<file path="config.mk">
export PLATFORM = sky130hd
export DESIGN_NAME = rxq_top
export DESIGN_NICKNAME = d
export VERILOG_FILES = /design/src/rtl/rxq_pkg.sv /design/src/rtl/rxq_store.sv /design/src/rtl/rxq_status.sv /design/src/rtl/rxq_flow.sv /design/src/rtl/rxq_top.sv
export SDC_FILE = /design/constraint.sdc
export NUM_CORES = 1
export LEC_CHECK = 0
export ABC_CLOCK_PERIOD_IN_PS = 2100
export CELL_PAD_IN_SITES_DETAIL_PLACEMENT = 1
export CELL_PAD_IN_SITES_GLOBAL_PLACEMENT = 1
export CORE_ASPECT_RATIO = 0.9
export CORE_MARGIN = 4
export CORE_UTILIZATION = 51
export CTS_CLUSTER_DIAMETER = 100
export DETAILED_ROUTE_END_ITERATION = 7
export DONT_BUFFER_PORTS = 1
export GPL_ROUTABILITY_DRIVEN = 1
export PLACE_DENSITY = 0.77
export SYNTH_ARGS = -nofsm -noshare
export SYNTH_HDL_FRONTEND = slang
export SYNTH_SLANG_ARGS = --single-unit
</file>
<file path="constraint.sdc">
create_clock -name clk -period 2.1 [get_ports clk]
set_input_delay 0.315 -clock clk [delete_from_list [all_inputs] [get_ports clk]]
set_output_delay 0.315 -clock clk [all_outputs]
set_load 0.005 [all_outputs]
</file>
<file path="src/rtl/rxq_pkg.sv">
package rxq_pkg;
    localparam int QDEPTH = 3;
    localparam int PTR_W  = $clog2(QDEPTH);
    localparam int FLAG_W = 3;
    localparam int FLG_PE  = 0;
    localparam int FLG_FE  = 1;
    localparam int FLG_BRK = 2;

    typedef enum logic [1:0] {Q_EMPTY, Q_ONE, Q_TWO, Q_FULL} fill_e;
    typedef enum logic {RTS_LIVE, RTS_HOLD} rts_e;
endpackage

</file>
<file path="src/rtl/rxq_store.sv">
module rxq_store
    import rxq_pkg::*;
#(
    parameter int W = 8
) (
    input  logic              clk,
    input  logic              rst_n,
    input  logic              push,
    input  logic [W-1:0]      push_data,
    input  logic [FLAG_W-1:0] push_flags,
    input  logic              pop,
    input  logic              rx_reset,
    output logic [W-1:0]      head_data,
    output logic [FLAG_W-1:0] head_flags,
    output logic              ready,
    output logic              full,
    output logic              ovr_evt
);
    fill_e fill_q, fill_d;
    logic [PTR_W-1:0]  rd_ptr, wr_ptr;
    logic [W-1:0]      data_mem [QDEPTH];
    logic [FLAG_W-1:0] flag_mem [QDEPTH];
    logic push_ok, pop_real;

    function automatic logic [PTR_W-1:0] ptr_inc(input logic [PTR_W-1:0] p);
        return (p == PTR_W'(QDEPTH - 1)) ? '0 : p + 1'b1;
    endfunction

    assign push_ok  = push && !rx_reset && (fill_q != Q_FULL || pop);
    assign pop_real = pop && (fill_q != Q_EMPTY);

    // state register
    always_ff @(posedge clk or negedge rst_n) begin
        if (!rst_n) fill_q <= Q_EMPTY;
        else        fill_q <= fill_d;
    end

    // next state
    always_comb begin
        fill_d = fill_q;
        if (rx_reset) begin
            fill_d = Q_EMPTY;
        end else begin
            unique case (fill_q)
                Q_EMPTY: if (push_ok) fill_d = Q_ONE;
                Q_ONE: begin
                    if (push_ok && !pop_real)      fill_d = Q_TWO;
                    else if (pop_real && !push_ok) fill_d = Q_EMPTY;
                end
                Q_TWO: begin
                    if (push_ok && !pop_real)      fill_d = Q_FULL;
                    else if (pop_real && !push_ok) fill_d = Q_ONE;
                end
                Q_FULL: if (pop_real && !push_ok) fill_d = Q_TWO;
            endcase
        end
    end

    // outputs
    always_comb begin
        ready      = (fill_q != Q_EMPTY);
        full       = (fill_q == Q_FULL);
        ovr_evt    = push && !rx_reset && !pop && (fill_q == Q_FULL);
        head_data  = data_mem[rd_ptr];
        head_flags = flag_mem[rd_ptr];
    end

    // pointers and storage
    always_ff @(posedge clk or negedge rst_n) begin
        if (!rst_n) begin
            rd_ptr <= '0;
            wr_ptr <= '0;
            for (int i = 0; i < QDEPTH; i++) begin
                data_mem[i] <= '0;
                flag_mem[i] <= '0;
            end
        end else if (rx_reset) begin
            rd_ptr      <= '0;
            wr_ptr      <= '0;
            flag_mem[0] <= '0;
        end else begin
            if (push_ok) begin
                data_mem[wr_ptr] <= push_data;
                flag_mem[wr_ptr] <= push_flags;
                wr_ptr           <= ptr_inc(wr_ptr);
            end
            if (pop) rd_ptr <= ptr_inc(rd_ptr);
        end
    end

    AST_RESET_EMPTIES: assert property (@(posedge clk) disable iff (!rst_n)
        rx_reset |=> (fill_q == Q_EMPTY) && (rd_ptr == '0) && (wr_ptr == '0));
    AST_FULL_HOLDS: assert property (@(posedge clk) disable iff (!rst_n)
        (fill_q == Q_FULL) && push && !rx_reset |=> fill_q == Q_FULL);
    AST_POP_SHRINKS: assert property (@(posedge clk) disable iff (!rst_n)
        (fill_q == Q_TWO) && pop && !push && !rx_reset |=> fill_q == Q_ONE);
    AST_EMPTY_POP_MOVES: assert property (@(posedge clk) disable iff (!rst_n)
        (fill_q == Q_EMPTY) && pop && !push && !rx_reset
        |=> (fill_q == Q_EMPTY) && (rd_ptr != $past(rd_ptr)));
    AST_NO_OVERFLOW: assert property (@(posedge clk) disable iff (!rst_n)
        ovr_evt |=> wr_ptr == $past(wr_ptr));
endmodule

</file>
<file path="src/rtl/rxq_status.sv">
module rxq_status
    import rxq_pkg::*;
(
    input  logic              clk,
    input  logic              rst_n,
    input  logic [FLAG_W-1:0] head_flags,
    input  logic              ready,
    input  logic              acc_mode,
    input  logic              err_clr,
    input  logic              ovr_evt,
    output logic [FLAG_W-1:0] stat,
    output logic              overrun
);
    logic [FLAG_W-1:0] acc_q, head_seen;

    assign head_seen = ready ? head_flags : '0;

    always_ff @(posedge clk or negedge rst_n) begin
        if (!rst_n) begin
            acc_q   <= '0;
            overrun <= 1'b0;
        end else begin
            acc_q   <= err_clr ? '0 : (acc_q | head_seen);
            overrun <= err_clr ? 1'b0 : (overrun | ovr_evt);
        end
    end

    always_comb begin
        stat = acc_mode ? (acc_q | head_seen) : head_flags;
    end

    AST_OVR_STICKY: assert property (@(posedge clk) disable iff (!rst_n)
        overrun && !err_clr |=> overrun);
    AST_ACC_KEEPS: assert property (@(posedge clk) disable iff (!rst_n)
        !err_clr |=> (acc_q & $past(acc_q)) == $past(acc_q));
endmodule

</file>
<file path="src/rtl/rxq_flow.sv">
module rxq_flow
    import rxq_pkg::*;
(
    input  logic clk,
    input  logic rst_n,
    input  logic full,
    input  logic start_det,
    input  logic flow_en,
    output logic rts_n
);
    rts_e st_q, st_d;

    always_ff @(posedge clk or negedge rst_n) begin
        if (!rst_n) st_q <= RTS_LIVE;
        else        st_q <= st_d;
    end

    always_comb begin
        st_d = st_q;
        unique case (st_q)
            RTS_LIVE: if (start_det && full && flow_en) st_d = RTS_HOLD;
            RTS_HOLD: if (!full || !flow_en)            st_d = RTS_LIVE;
        endcase
    end

    always_comb begin
        rts_n = (st_q == RTS_HOLD);
    end

    AST_RTS_NEEDS_FULL: assert property (@(posedge clk) disable iff (!rst_n)
        rts_n |-> $past(full));
    AST_RTS_DROPS: assert property (@(posedge clk) disable iff (!rst_n)
        !rts_n && start_det && full && flow_en |=> rts_n);
    AST_RTS_FREES: assert property (@(posedge clk) disable iff (!rst_n)
        rts_n && !full |=> !rts_n);
endmodule

</file>
<file path="src/rtl/rxq_top.sv">
module rxq_top
    import rxq_pkg::*;
#(
    parameter int W = 8
) (
    input  logic         clk,
    input  logic         rst_n,
    input  logic         push,
    input  logic [W-1:0] push_data,
    input  logic         push_pe,
    input  logic         push_fe,
    input  logic         push_brk,
    input  logic         start_det,
    input  logic         pop,
    input  logic         err_clr,
    input  logic         rx_reset,
    input  logic         acc_mode,
    input  logic         flow_en,
    output logic [W-1:0] rd_data,
    output logic         ready,
    output logic         full,
    output logic         stat_pe,
    output logic         stat_fe,
    output logic         stat_brk,
    output logic         overrun,
    output logic         rts_n
);
    logic [FLAG_W-1:0] in_flags, head_flags, stat;
    logic ovr_evt;

    always_comb begin
        in_flags          = '0;
        in_flags[FLG_PE]  = push_pe;
        in_flags[FLG_FE]  = push_fe;
        in_flags[FLG_BRK] = push_brk;
    end

    rxq_store #(.W(W)) u_store (
        .clk(clk), .rst_n(rst_n), .push(push), .push_data(push_data),
        .push_flags(in_flags), .pop(pop), .rx_reset(rx_reset),
        .head_data(rd_data), .head_flags(head_flags), .ready(ready),
        .full(full), .ovr_evt(ovr_evt)
    );

    rxq_status u_status (
        .clk(clk), .rst_n(rst_n), .head_flags(head_flags), .ready(ready),
        .acc_mode(acc_mode), .err_clr(err_clr), .ovr_evt(ovr_evt),
        .stat(stat), .overrun(overrun)
    );

    rxq_flow u_flow (
        .clk(clk), .rst_n(rst_n), .full(full), .start_det(start_det),
        .flow_en(flow_en), .rts_n(rts_n)
    );

    assign stat_pe  = stat[FLG_PE];
    assign stat_fe  = stat[FLG_FE];
    assign stat_brk = stat[FLG_BRK];
endmodule

</file>
-- Yosys cells after proc, flatten, opt, wreduce, memory -nomap -nowiden
Index checks and enable logic that the tools add are counted.
- register bits after elaboration: 44
- input port bits: 20
- word-level logic and storage cells: 92
- $add $sub $neg: 2
- order comparisons: 3
- eq/ne operators: 10
- muxes and demuxes: 35
- bitwise operators: 6
- reductions and logical operators: 24
- operator list (operator ; count):
    two-way mux 2 bit ; 13
    bitwise mux 24 bit ; 1
    two-way mux 8 bit ; 3
    two-way mux 3 bit ; 7
    binary-select mux 8 bit (select 2 bit) ; 1
    demux 8 bit (select 2 bit) ; 1
    logical AND 1 bit ; 10
    bitwise mux 9 bit ; 1
    two-way mux 9 bit ; 1
    == test 2 bit (second input constant) ; 4
    != test 4 x 2 -> 1 bit (second input constant) ; 2
    one-hot mux 2 bit (4 select lines) ; 1
    binary-select mux 3 bit (select 2 bit) ; 1
    demux 3 bit (select 2 bit) ; 1
    greater-or-equal comparator 3 bit (second input constant) ; 2
    zero test 1 bit ; 6
    inverter 2 -> 3 bit ; 2
    nonzero test 2 bit ; 3
    adder 2 x 1 -> 2 bit (second input constant) ; 2
    AND reduction 4 bit ; 1
    < comparator 3 x 1 -> 1 bit (second input constant) ; 1
    two-way mux 1 bit ; 3
    != test 3 x 2 -> 1 bit (second input constant) ; 1
    != test 3 bit (second input constant) ; 1
    other kinds (9) ; 11

-- Logic depth before layout (Yosys ltp)
- word-level depth: 9
- depth in mapped cells: 7
- mapped depth without buffers: 7

-- By module
Synthesis repeated with hierarchy kept, for this count alone.
- cell total of the unflattened synthesis: 165
- area total of the unflattened synthesis: 2155.8 µm²
- modules (own cells, without submodules) (module ; instances ; cells each ; area each (µm²)):
    rxq_store ; 1 ; 147 ; 1946.9
    rxq_status ; 1 ; 16 ; 173.9
    rxq_flow ; 1 ; 2 ; 35.0

-- Least setup slack after synthesis
No wires, ideal clock.
- path type: reg-to-reg
- start point: reg u_store.fill_q[0]
- end point: reg u_store.fill_q[0]
- setup time: 0.094 ns
- arrival time: 1.540 ns
- slack: 0.466 ns
- stages on the path, launching flop included: 6
- period minus slack after synthesis: 1.634 ns
- cell sequence: dfrtp_1 -> nand3b_4 -> and2_1 -> ha_1 -> mux2_2 -> a211oi_1
- word-level cells in the longest chain between the ends: 7
- elaborated cells between the ends (all ways): 22
- classes of those cells: eq/ne (8); mux (4); reduce/logical (10)
- RTL lines (element ; line ; RTL):
    start: declaration ; rxq_store.sv:19 ; fill_e fill_q, fill_d;
    start signal: assignment ; rxq_store.sv:35 ; else fill_q <= fill_d;
    != test 2 bit / nonzero test 2 bit (equally long branches) ; rxq_store.sv:29, rxq_store.sv:30 ;
    logical OR 1 bit / logical AND 1 bit (equally long branches) ; rxq_store.sv:29, rxq_store.sv:30 ;
    logical AND 1 bit / zero test 1 bit (equally long branches) ; rxq_store.sv:29, rxq_store.sv:47, rxq_store.sv:51 ;
    logical AND 1 bit / zero test 1 bit (equally long branches) ; -- ;
    two-way mux 2 bit (tied with other cells) ; rxq_store.sv:51 ; if (push_ok && !pop_real) fill_d = Q_FULL;
    one-hot mux 2 bit (4 select lines) (tied with other cells) ; rxq_store.sv:44 ; unique case (fill_q)
    two-way mux 2 bit / AND reduction 4 bit (equally long branches) ; -- ;
Several ways; a longest one is shown, not always the timed one.
A chain may end at the register's enable or synchronous reset.

-- Worst setup path after layout
- start point: reg u_store.rd_ptr[1]
- end point: out stat_pe
- word-level cells in the longest chain between the ends: 7
- RTL lines (element ; line ; RTL):
    start: declaration ; rxq_store.sv:20 ; logic [PTR_W-1:0] rd_ptr, wr_ptr;
    start signal: assignment ; rxq_store.sv:87 ; if (pop) rd_ptr <= ptr_inc(rd_ptr);
    inverter 2 -> 3 bit (implied by the code) * ; rxq_store.sv:65 ; head_flags = flag_mem[rd_ptr];
    binary-select mux 3 bit (select 2 bit) * ; rxq_store.sv:65 ;
    two-way mux 3 bit (implied by the code) * (2 in series) ; rxq_store.sv:65 ;
    two-way mux 3 bit ; rxq_status.sv:16 ; assign head_seen = ready ? head_flags : '0;
    bitwise OR 3 bit ; rxq_status.sv:29 ; stat = acc_mode ? (acc_q | head_seen) : head_flags;
    two-way mux 3 bit * ; rxq_status.sv:29 ;
    end: declaration ; rxq_top.sv:22 ; output logic stat_pe,
Every way passes the cells marked *; elsewhere a longest branch is shown, timed or not. The select of a mux whose other input is x is not followed.

==> qor.txt <==
RUN STATUS
------------------------------------------------------------------------------------------
Result of the run                                                             complete, no violations

PLACE
------------------------------------------------------------------------------------------
Worst setup timing slack at the placement stage                                   0.291 ns
Number of placed instances, taps included                                              232
Final weighted congestion in routability-driven placement                            0.743
Estimated wirelength of the detail-placed design                                   3440 um
Port bufs                                                                                0

POWER AND IR DROP
------------------------------------------------------------------------------------------
Leakage                                                                            1.24 nW
Switching Power                                                                 0.000609 W
Max VDD drop                                                                        507 uV
Clock network power share                                                            27.9%
Net switching share of the total power                                               26.5%
Sequential group share of total power                                                49.8%
Combinational group share of total power                                             22.3%
Internal power consumption                                                       0.00169 W
Power per cell area                                                            921 nW/um^2

LOGIC SYNTHESIS
------------------------------------------------------------------------------------------
Largest area contributor in the netlist                                       sky130_fd_sc_hd__dfrtp_1
FFs w/ async S/R, synth                                                               100%
Largest cells by area after synthesis                                         sky130_fd_sc_hd__dfrtp_1 48%, sky130_fd_sc_hd__mux2_4 19%, sky130_fd_sc_hd__mux2i_1 4.3%
Share of the synthesized netlist area taken by xor and xnor gates                       0%
Dominant combinational cell family by area after synthesis                    multiplexers
Seq/Total Area, Yosys                                                                47.8%
Post-Synth Simple-Gate Area                                                          12.5%
Share of synthesized cell area in full adder, half adder and majority cells          1.09%
Synthesized instance count                                                             176
Synthesis-stage register bit count                                                      44
Share of the synthesized area in compound gates (AO/OA/AOI/OAI)                      9.34%
Synthesized area                                                                2300 sq um
Yosys synthesis warning count                                                            0
Synth unique cells                                                                      33
Synth top area share                                                                 47.8%
Syn Area/Cell                                                                   13.1 sq um
Most used DFF post-synth                                                      sky130_fd_sc_hd__dfrtp_1
Proportion of synthesized area in mux cells                                          25.7%
EDFF count, synth                                                                        0
Syn nets                                                                               198

STA
------------------------------------------------------------------------------------------
Max_slew headroom                                                                    69.9%
Final-layout setup total negative slack                                               0 ns
Final setup skew                                                                0.00381 ns
Worst-Margin Slew                                                                 0.450 ns
Worst slack on hold paths                                                        0.0780 ns
PnR worst setup slack                                                             0.243 ns
Endpoints failing setup                                                                  0
Post-route minimum period                                                          1.86 ns
Final Hold Vio Count                                                                     0
Final worst-path cycle share                                                         88.4%
Max Slew Vio Count                                                                       0
Unrepaired setup endpoints after global routing                                         no
Timing-limited maximum frequency                                                   538 MHz

HOLD PATH
------------------------------------------------------------------------------------------
Hold crit path type                                                              in -> reg
Startpoint of the worst hold path                                                 rx_reset

GLOBAL ROUTING
------------------------------------------------------------------------------------------
Vias in the first global route                                                        1627
Pin count of the biggest net entering global routing                                    45
Total congestion overflow after global routing                                           0
Number of antenna violations at the first check in global routing                        0
Wire length of the first global-routing pass                                       8650 um
Overall track demand over capacity in global routing                                 19.5%

ROUTE
------------------------------------------------------------------------------------------
DRC errors left                                                                          0
Routed via count                                                                      1394
Mean routed wirelength per cell                                                    20.6 um
Initial detailed-routing violation count                                               106
Post-detailed-routing wire length                                                  5000 um
Drt pass-1 iters                                                                         4
Number of routed nets with antenna violations                                            0
Average vias per placed instance                                                      5.76

CLOCK NETWORK
------------------------------------------------------------------------------------------
Buffer levels on the longest clock path                                                  2
TritonCTS clock tree                                                                  done
Clock-pin slew of the registers on the worst-case setup and hold paths             0.08 ns
Number of sinks handled by clock tree synthesis                                         44
Worst-skew pair later-pin latency                                                  0.29 ns
H-Tree Level Count                                                                       2
Root buffer cell                                                              sky130_fd_sc_hd__clkbuf_8
Post CTS Setup Buffer Count                                                              0
CTS buffer count                                                                         5

FLOORPLANNING
------------------------------------------------------------------------------------------
Boundary Pins                                                                           35
Starting density of the core                                                         54.7%
Die W                                                                              78.8 um
Die height                                                                         71.8 um
Number of placement rows                                                                22
Core outline area                                                               4210 sq um
Total Die Area                                                                  5660 sq um

SETUP PATH
------------------------------------------------------------------------------------------
Worst R2R Start                                                               u_store.fill_q[0]
Category of the worst setup path capture point                                 output port
Setup crit start                                                              u_store.rd_ptr[1]
WP data required                                                                   1.78 ns
Critical path launch point type                                                  flip-flop
Data arrival time of the critical path                                             1.54 ns
Critical setup path kind                                                        reg -> out
Largest driver fanout on the critical path                                              17

LAYOUT
------------------------------------------------------------------------------------------
Filler Cell Count                                                                      412
Final instance count without filler cells                                              242
Growth of design area from synthesis to finish                                       8.36%
Final net count                                                                        203
Ant diodes                                                                               0
Share of layout cells above drive strength 1                                         30.8%

JOB
------------------------------------------------------------------------------------------
Number of maximum-capacitance violations                                                 0

## registers in the layout, indices dropped and copies added, names as in the netlist
register and cells:
u_flow.rts_n 1, u_store.fill_q 2, u_status.overrun 1, u_store.flag_mem 9, u_store.wr_ptr 2, u_status.acc_q 3, u_store.data_mem 24, u_store.rd_ptr 2
## power groups by stage
stage | Sequential [W] | Clock, W | Combinational (W)
4_1_cts | 0.00115 | 0.000653 | 0.000516
2_1_floorplan | 0.00111 | 0 | 0.000426
3_3_place_gp | 0.00114 | 0 | 0.000462
3_5_place_dp | 0.00116 | 0 | 0.000486
5_1_grt | 0.00117 | 0.000689 | 0.000563
6_report | 0.00115 | 0.000641 | 0.000513
## stage by stage
stage                     total power, W  utilization [%]  area (sq um)
final                            0.00230             59.3          2500
after global routing             0.00242             59.3          2500
after CTS                        0.00231             59.2          2490
after detailed placement         0.00165             55.7          2350
after global placement           0.00160             55.7          2350
after floorplan                  0.00154                -          2300
## cells in the final DEF, fill, tap and decap left out, drive strengths merged
cell	synthesis	routed
dfrtp	44	44
mux2	34	34
nor2b	11	11
mux2i	10	10
nand2	10	10
o21ai	10	10
nand2b	6	6
buf	7	6
nor2	5	5
clkbuf	2	5
inv	3	3
a211o	3	3
a32o	3	3
a2111oi	3	3
o22ai	3	3
nor3	3	3
and2b	3	3
and2	2	2
a21oi	2	2
a211oi	2	2
ha	2	2
nand4b	2	2
nand3b	1	1
o211a	1	1
o21ba	1	1
a21bo	1	1
nand3	1	1
a22o	1	1
clkinv	0	1
clkinvlp	0	1
bufinv	0	1
dlygate4sd3	0	1
## per-layer routing
layer / wire length [um] / part of all wire (%) / global-route usage (%)
met1: 2280 / 46 / 26.4
met2: 2350 / 47 / 31.1
met3: 287 / 5.7 / 4.90
met4: 81 / 1.6 / 5.53
met5: 0 / 0 / 0
## cell type report
cell class	instances	area (sq um)	area share (%)
timing repair buffer	7	75.1	3.01
clock inverter	3	42.5	1.70
multi-input combinational	120	1120	44.9
inverter	3	11.3	0.451
tap	60	75.1	3.01
sequential	44	1100	44.2
clock buffer	5	68.8	2.76
## synthesized netlist by cell type, types with 3 or more instances
cell type	count
sky130_fd_sc_hd__dfrtp_1	44
sky130_fd_sc_hd__nor2_1	5
sky130_fd_sc_hd__nand2b_1	6
sky130_fd_sc_hd__a211o_1	3
sky130_fd_sc_hd__mux2i_1	10
sky130_fd_sc_hd__mux2_2	5
sky130_fd_sc_hd__nand2_1	10
sky130_fd_sc_hd__mux2_4	29
sky130_fd_sc_hd__and2b_1	3
sky130_fd_sc_hd__buf_6	4
sky130_fd_sc_hd__a2111oi_0	3
sky130_fd_sc_hd__o21ai_0	10
sky130_fd_sc_hd__o22ai_1	3
sky130_fd_sc_hd__nor3_1	3
sky130_fd_sc_hd__inv_1	3
sky130_fd_sc_hd__nor2b_1	10
sky130_fd_sc_hd__a32o_1	3
## worst paths after layout
check | endpoint | cells after the start | slack (ns)
setup / recovery | stat_pe | 3 | 0.24
hold / removal | u_store.rd_ptr[1] | 1 | 0.08
setup reg to reg | u_store.fill_q[0] | 6 | 0.25
hold reg to reg | u_store.flag_mem[4] | 1 | 0.51
max in group asynchronous | u_store.rd_ptr[1] | 2 | 1.35
min in group asynchronous | u_status.acc_q[0] | 2 | 0.54
## worst max-delay path: stages (launching register included)
cell and delay [ns]:
sky130_fd_sc_hd__dfrtp_2 0.59, sky130_fd_sc_hd__nor2b_1 0.13, sky130_fd_sc_hd__a211o_1 0.28, sky130_fd_sc_hd__a32o_1 0.26
## cell families after synthesis
| family | after synthesis |
|---|---|
| AND/OR/NAND/NOR | 44 |
| AO/OA/AOI/OAI | 30 |
| multiplexers | 44 |
| flip-flops | 44 |
| adder cells (fa/ha/maj) | 2 |
| buffers and inverters | 12 |
## what timing repair did
action	CTS	global route
hold buffers	2	0
endpoints found under the setup margin	0	4
endpoints found under the hold margin	44	0
gates resized for setup	0	1
Power figures use the tool's default switching activity.
